`config.mk`:
```
export PLATFORM = sky130hd
export DESIGN_NAME = seg_xlate
export DESIGN_NICKNAME = d
export VERILOG_FILES = /design/src/rtl/seg_xlate.sv
export SDC_FILE = /design/constraint.sdc
export NUM_CORES = 1
export LEC_CHECK = 0
export ABC_CLOCK_PERIOD_IN_PS = 3000
export CAP_MARGIN = 20
export CORE_ASPECT_RATIO = 0.75
export CORE_MARGIN = 5
export CORE_UTILIZATION = 30
export CTS_CLUSTER_DIAMETER = 50
export DETAILED_ROUTE_END_ITERATION = 10
export DONT_BUFFER_PORTS = 1
export PLACE_DENSITY = 0.47
export SKIP_LAST_GASP = 1
export SLEW_MARGIN = 40
export SYNTH_ARGS = -nofsm -noshare
export SYNTH_HDL_FRONTEND = slang
export SYNTH_SLANG_ARGS = --single-unit
```
`constraint.sdc`:
```
create_clock -name clk -period 3 [get_ports clk]
set_input_delay 0.15 -clock clk [delete_from_list [all_inputs] [get_ports clk]]
set_output_delay 0.15 -clock clk [all_outputs]
set_load 0.1 [all_outputs]
```
`src/rtl/seg_xlate.sv`:
```
module seg_xlate #(
  parameter int LA_W  = 16,
  parameter int PA_W  = 20,
  parameter int SEG_W = 8,
  parameter logic [3:0] TOP_BND = 4'hE
) (
  input  logic             clk,
  input  logic             rst_n,
  input  logic             wr_en,
  input  logic [1:0]       wr_sel,
  input  logic [SEG_W-1:0] wr_data,
  input  logic [1:0]       rd_sel,
  output logic [SEG_W-1:0] rd_data,
  input  logic [LA_W-1:0]  laddr,
  output logic [PA_W-1:0]  paddr,
  output logic [1:0]       zone
);
  localparam int OFF_W = LA_W - 4;

  logic [SEG_W-1:0] regs_q [4];
  logic [3:0]       top;
  logic [SEG_W-1:0] hi_sum;

  always_ff @(posedge clk or negedge rst_n) begin
    if (!rst_n) begin
      for (int i = 0; i < 4; i++) regs_q[i] <= '0;
    end else if (wr_en) begin
      regs_q[wr_sel] <= wr_data;
    end
  end

  assign rd_data = regs_q[rd_sel];
  assign top     = laddr[LA_W-1:OFF_W];

  always_comb begin
    if (top >= TOP_BND)               zone = 2'd3;
    else if (top >= regs_q[0][3:0])   zone = 2'd2;
    else if (top >= regs_q[0][7:4])   zone = 2'd1;
    else                              zone = 2'd0;
  end

  assign hi_sum = regs_q[zone] + SEG_W'(top);
  assign paddr  = (zone == 2'd0) ? PA_W'(laddr) : {hi_sum, laddr[OFF_W-1:0]};

  p_root_pass_r1: assert property (@(posedge clk) disable iff (!rst_n)
    zone == 2'd0 |-> paddr == PA_W'(laddr));

  p_top_zone_r2: assert property (@(posedge clk) disable iff (!rst_n)
    top >= TOP_BND |-> zone == 2'd3);

  p_low_pass_r4: assert property (@(posedge clk) disable iff (!rst_n)
    paddr[OFF_W-1:0] == laddr[OFF_W-1:0]);

  p_no_write_r7: assert property (@(posedge clk) disable iff (!rst_n)
    (!wr_en && rd_sel == 2'd0) |=> $stable(regs_q[0]));

  p_write_lands_r6: assert property (@(posedge clk) disable iff (!rst_n)
    (wr_en && wr_sel == rd_sel) |=> rd_data == $past(wr_data) || rd_sel != $past(rd_sel));
endmodule

```
==> impl_metrics.py, run 1 <==
metrics = {
    "detailed_routing": {
        "routed_via_density": 4.938,
        "firstDrtPassIters": 4,
        "initialDrtViolationCount": 57,
        "antenna_left": 0,
        "wl_per_cell_um": 17.06,
        "drc_errors": 0,
        "num_vias": 1763,
        "wl_um": 6091,
    },
    "placement": {
        "portBuffers": 0,
        "placed_cell_area_mm2": 0.002739,
        "dp.final_hpwl_um": 4614,
        "placed_cells": 333,
        "place_congestion": 0.7829,
    },
    "synthesis": {
        "synth_top_area_frac": 0.3540,
        "syn_inst": 210,
        "synthTopCellsByCount": "dfrtp_1 (32), mux2_2 (26), nand2_1 (24)",
        "synth_cell_types": 43,
        "synth_edf_count": 0,
        "synth.net_count": 254,
        "synth_area_leaders": "dfrtp_1 (35%), mux2_2 (13%), mux4_2 (8.0%)",
        "syn_area_mm2": 0.002262,
        "ys_ff_latch": 32,
        "avgSynthCellArea_um2": 10.77,
        "yosysSeqAreaShare": 0.3540,
        "yosys.area.top_type": "dfrtp_1",
        "async_flop_share": 1.000,
        "synth_top_flop_cell": "dfrtp_1",
        "ys_warn_count": 0,
        "yosysMostFrequentCell": "dfrtp_1",
    },
    "final_layout": {
        "area_delta_synth_final_pct": 36.39,
        "top_register": "regs_q",
        "fillers": 732,
        "nets": 299,
        "top_regs": "regs_q x32",
        "largest_reg_flops": 32,
        "fin_cells": 357,
        "drive_gt1_frac": 0.4844,
        "finalInstanceArea_mm2": 0.003085,
        "antennaDiodeCount": 0,
    },
    "clock_network": {
        "cts_tree": "yes",
        "clk_latency_ps": 280,
        "clk_pin_slew_ps": 70,
        "cts_made_buffers": 5,
        "cts_num_sinks": 32,
        "root_buffer": "clkbuf_8",
        "cts.path.max_buffers": 2,
        "cts_htree_levels": 2,
    },
    "power": {
        "p_total_mw": 2.973,
        "p_per_area_mw_per_mm2": 963.7,
        "peakVddDrop_v": 0.0004738,
        "p_leak_nw": 1.314,
    },
    "timing": {
        "clock_skew_ps": 0,
        "setup_viol": 7,
        "rsz0062_at_grt": "true",
        "fin_ws_ps": -563.0,
        "period_share": 1.188,
        "fin_setup_tns_ps": -2898,
        "worstMarginPinSlew_ps": 574.5,
        "max_freq_mhz": 280.7,
        "finalCriticalPeriod_ps": 3563,
        "final_hold_viol_count": 0,
        "slew_viol_final": 0,
        "finalHoldWorstSlack_ps": 13.27,
        "relSlewSlack": 0.6159,
    },
    "die": {
        "rows": 27,
        "fp.dieH_um": 85.21,
        "coreArea_mm2": 0.007331,
        "start_util": 0.3086,
        "die_width_um": 110.3,
        "io_pins": 61,
        "dieArea_mm2": 0.009396,
    },
    "grt": {
        "antenna_found_initial": 0,
        "grt_first_pass_wirelength_um": 9735,
        "grt_max_degree": 33,
        "track_usage": 0.1372,
        "grt_overflow": 0,
        "grt_pass1_vias": 1821,
    },
    "worst_setup_path": {
        "cp_data_required_time_ps": 2850,
        "worstSetupPathType": "reg2out",
        "crit_fanout": 4,
        "end_kind": "primary output",
        "critPathLaunchType": "register",
        "worstPathArrival_ps": 3410,
        "reg2reg_slack_ps": 2100,
    },
    "status": {
        "violations": "negative setup slack",
        "status": "complete, but fails checks",
    },
    "hold_path": {
        "worst_hold_path_type": "in2reg",
    },
    "flow_run": {
        "drv_cap": 0,
    },
}
logic make-up (layout without fill, tap and decap cells):
group                      after synthesis  after routing  share of synthesized area
buffers and inverters                   26             72                    0.06526
and+or+nand+nor                         53             53                     0.1228
xor gates and xnor gates                 3              3                    0.01162
muxes                                   36             36                     0.2190
DFF                                     32             32                     0.3540
adders and majority gates               13             13                    0.07522
AOI/OAI and AO/OA                       47             47                     0.1521
where the power goes:
group          leakage (nW)  internal, mW  switching [mW]
Combinational         0.868         0.739            1.20
Clock                0.0645         0.293           0.166
Sequential            0.381         0.512          0.0609
Total                  1.31          1.54            1.43
path summary, 6_finish.rpt:
path / start / to / cells after the start
max reg2reg: regs_q[24] / regs_q[24] / 2
min: wr_data[2] / regs_q[2] / 1
min in group asynchronous: rst_n / regs_q[29] / 2
max: regs_q[28] / paddr[19] / 16
max in group asynchronous: rst_n / regs_q[19] / 2
min reg2reg: regs_q[9] / regs_q[9] / 1
cell type report:
type,count,area [um2],share of cell area
Sequential cell,32,800.8,0.2595
Inverter,8,30.03,0.009732
Clock buffer,7,96.34,0.03122
Clock inverter,1,30.03,0.009732
Timing Repair Buffer,56,545.5,0.1768
Tap cell,101,126.4,0.04096
Multi-Input combinational cell,152,1456,0.4720
worst max-delay path, stage by stage, from the launching register on:
cell and delay, ps:
dfrtp_1 380, ha_1 270, nand2b_4 150, a2111o_1 400, nand2_2 120, nand2_2 70
a21oi_2 140, a21oi_2 40, o21ai_1 140, ha_2 210, a21o_1 130, a21oi_2 60
nor2b_2 170, nor2_2 60, or4_4 500, nand2_4 80, buf_12 160
routing by layer:
layer / track usage / share of wire / vias to the layer above
met5: 0 / 0 / -
met1: 0.2094 / 0.51 / 869
li1: - / - / 844
met2: 0.1823 / 0.41 / 39
met3: 0.04259 / 0.074 / 11
met4: 0.04139 / 0.013 / 0
stage by stage:
step	utilization	setup WS, ps
floorplan	-	-421.4
global placement	0.3736	-317.3
detailed placement	0.3736	-322.4
CTS	0.4137	-564.7
global route	0.4209	-728.7
finish	0.4209	-563.0
cells in the final DEF (no fill, tap or decap), drive strengths merged, types with 3 or more instances in the layout:
cell,instances
nand2,24
nor2,7
nand3,5
buf,46
mux2,28
inv,8
a21oi,11
ha,12
a31oi,3
mux4,8
dfrtp,32
o21a,3
and2,3
clkbuf,7
o21ai,18
dlygate4sd3,10
nor3,3
repair_timing:
action	in CTS	in global routing
setup buffers	3	4
pin swaps	9	6
setup endpoints to repair	8	8
hold buffers	9	2
endpoints found under the hold margin	53	2
gates resized for setup	13	4
(Power assumes the default switching activity.)
==> inputs of run 2 (changes only) <==
ABC_CLOCK_PERIOD_IN_PS = 4000   (was 3000)
PLACE_DENSITY = 0.46   (was 0.47)
clock period = 4 ns   (was 3 ns; I/O delays follow)
==> impl_metrics.py, run 2 (same netlist as run 1, synthesis figures left out) <==
metrics = {
    "final_layout": {
        "nets": 257,
        "multiInputGateArea_mm2": 0.001370,
        "top_register": "regs_q",
        "fillers": 722,
        "drive_gt1_frac": 0.3505,
        "top_regs": "regs_q x32",
        "final_cell_mix": "dfrtp_1 (32), mux2_2 (26), nand2_1 (22)",
        "largest_reg_flops": 32,
        "final_common_cell": "dfrtp_1",
        "final-seq-area_um2": 800.8,
        "post-route-util": 0.3579,
        "antennaDiodeCount": 0,
        "area_delta_synth_final_pct": 15.98,
    },
    "clock_network": {
        "cts_made_buffers": 5,
        "root_buffer": "clkbuf_8",
        "clk_latency_ps": 280,
        "clk_pin_slew_ps": 70,
        "cts.path.max_buffers": 2,
        "cts_num_sinks": 32,
        "cts_htree_levels": 2,
        "cts_tree": "yes",
    },
    "grt": {
        "grt_max_degree": 33,
        "grt_first_pass_wirelength_um": 9163,
        "antenna_found_initial": 0,
        "grt_overflow": 0,
        "track_usage": 0.1273,
        "grt_pass1_vias": 1625,
    },
    "timing": {
        "relSlewSlack": 0.5676,
        "slew_viol_final": 0,
        "final_hold_viol_count": 0,
        "clock_skew_ps": 0,
        "fin_ws_ps": 201.7,
        "max_freq_mhz": 263.3,
        "period_share": 0.9496,
        "setup_viol": 0,
        "worstMarginPinSlew_ps": 646.6,
        "finalCriticalPeriod_ps": 3798,
        "fin_setup_tns_ps": 0,
    },
    "worst_setup_path": {
        "r2r_start": "regs_q[24]",
        "endpoint": "paddr[16]",
        "critPathLaunchType": "register",
        "rr_endpoint": "regs_q[24]",
        "reg2reg_depth": 1,
        "cp_data_required_time_ps": 3800,
        "worstSetupPathType": "reg2out",
        "startpoint": "regs_q[29]",
        "worstPathArrival_ps": 3600,
        "reg2reg_slack_ps": 3200,
        "end_kind": "primary output",
        "crit_fanout": 6,
    },
    "power": {
        "peakVddDrop_v": 0.0003197,
        "p_total_mw": 1.965,
        "p_leak_nw": 1.077,
        "p_per_area_mw_per_mm2": 749.0,
    },
    "hold_path": {
        "worst_hold_path_type": "in2reg",
        "min_from": "wr_data[6]",
    },
    "placement": {
        "portBuffers": 0,
        "place_congestion": 0.8051,
        "dp.final_hpwl_um": 4415,
        "pre_cts_ws_ps": 313.4,
    },
    "status": {
        "status": "finished clean",
    },
    "die": {
        "dieArea_mm2": 0.009396,
        "start_util": 0.3086,
        "fp.dieH_um": 85.21,
        "coreArea_mm2": 0.007331,
        "io_pins": 61,
        "rows": 27,
        "die_width_um": 110.3,
    },
    "detailed_routing": {
        "drc_errors": 0,
        "firstDrtPassIters": 4,
        "routed_via_density": 5.121,
        "antenna_left": 0,
        "num_vias": 1613,
        "wl_um": 5775,
        "wl_per_cell_um": 18.33,
        "initialDrtViolationCount": 69,
    },
    "flow_run": {
        "drv_cap": 0,
    },
}
==> run 2: per-stage QoR <==
stage          cells  cell area, um2  hold slack (ps)
5_1_grt          315            2624            39.91
3_3_place_gp     304            2435           -93.94
3_5_place_dp     304            2437           -94.01
4_1_cts          314            2594            36.04
2_1_floorplan    210            2275           -95.59
6_report         315            2624            40.31
==> run 2: how the worst min path moves through the flow <==
stage            endpoint  depth (start not counted)
3_5_place_dp   regs_q[19]                          0
2_1_floorplan   regs_q[0]                          0
4_1_cts        regs_q[30]                          2
6_report       regs_q[30]                          2
3_3_place_gp    regs_q[2]                          0
5_1_grt        regs_q[30]                          2
==> run 2: layer usage <==
layer / vias up / routed length (um) / GRT usage
met2: 60 / 2237 / 0.1680
met3: 2 / 467 / 0.04867
met1: 782 / 3047 / 0.1988
met5: - / 0 / 0
met4: 0 / 22 / 0.01678
li1: 769 / - / -
==> run 2: worst max-delay path, stage by stage (launching register included) <==
cell and delay, ps:
dfrtp_1 390, inv_1 80, ha_1 320, a2111o_1 510, nand2_4 140, nand2_1 60, a21oi_1 140, a21oi_1 50
o21ai_1 190, ha_1 220, fa_1 220, a21o_1 140, a21oi_2 80, or3_1 380, a21oi_2 190, buf_12 190
==> run 2: area by class of cell <==
type	instances	area share
multi-input combinational	152	0.5222
timing repair buffer	14	0.06485
clock buffer	7	0.03672
sequential	32	0.3052
inverter	8	0.01144
tap	101	0.04816
clock inverter	1	0.01144
==> run 2: repair_timing <==
action                                 4_1_cts  5_1_grt
hold buffers                                 2        0
endpoints found under the hold margin       32        0
setup endpoints to repair                    0        4
buffers inserted                             0        1
gates resized for setup                      0        6
==> run 2: power by group <==
group          internal [mW]  switching [mW]  leakage (nW)
clock                  0.220           0.122        0.0645
combinational          0.360           0.830         0.631
sequential             0.384          0.0497         0.381
total                  0.964            1.00          1.08
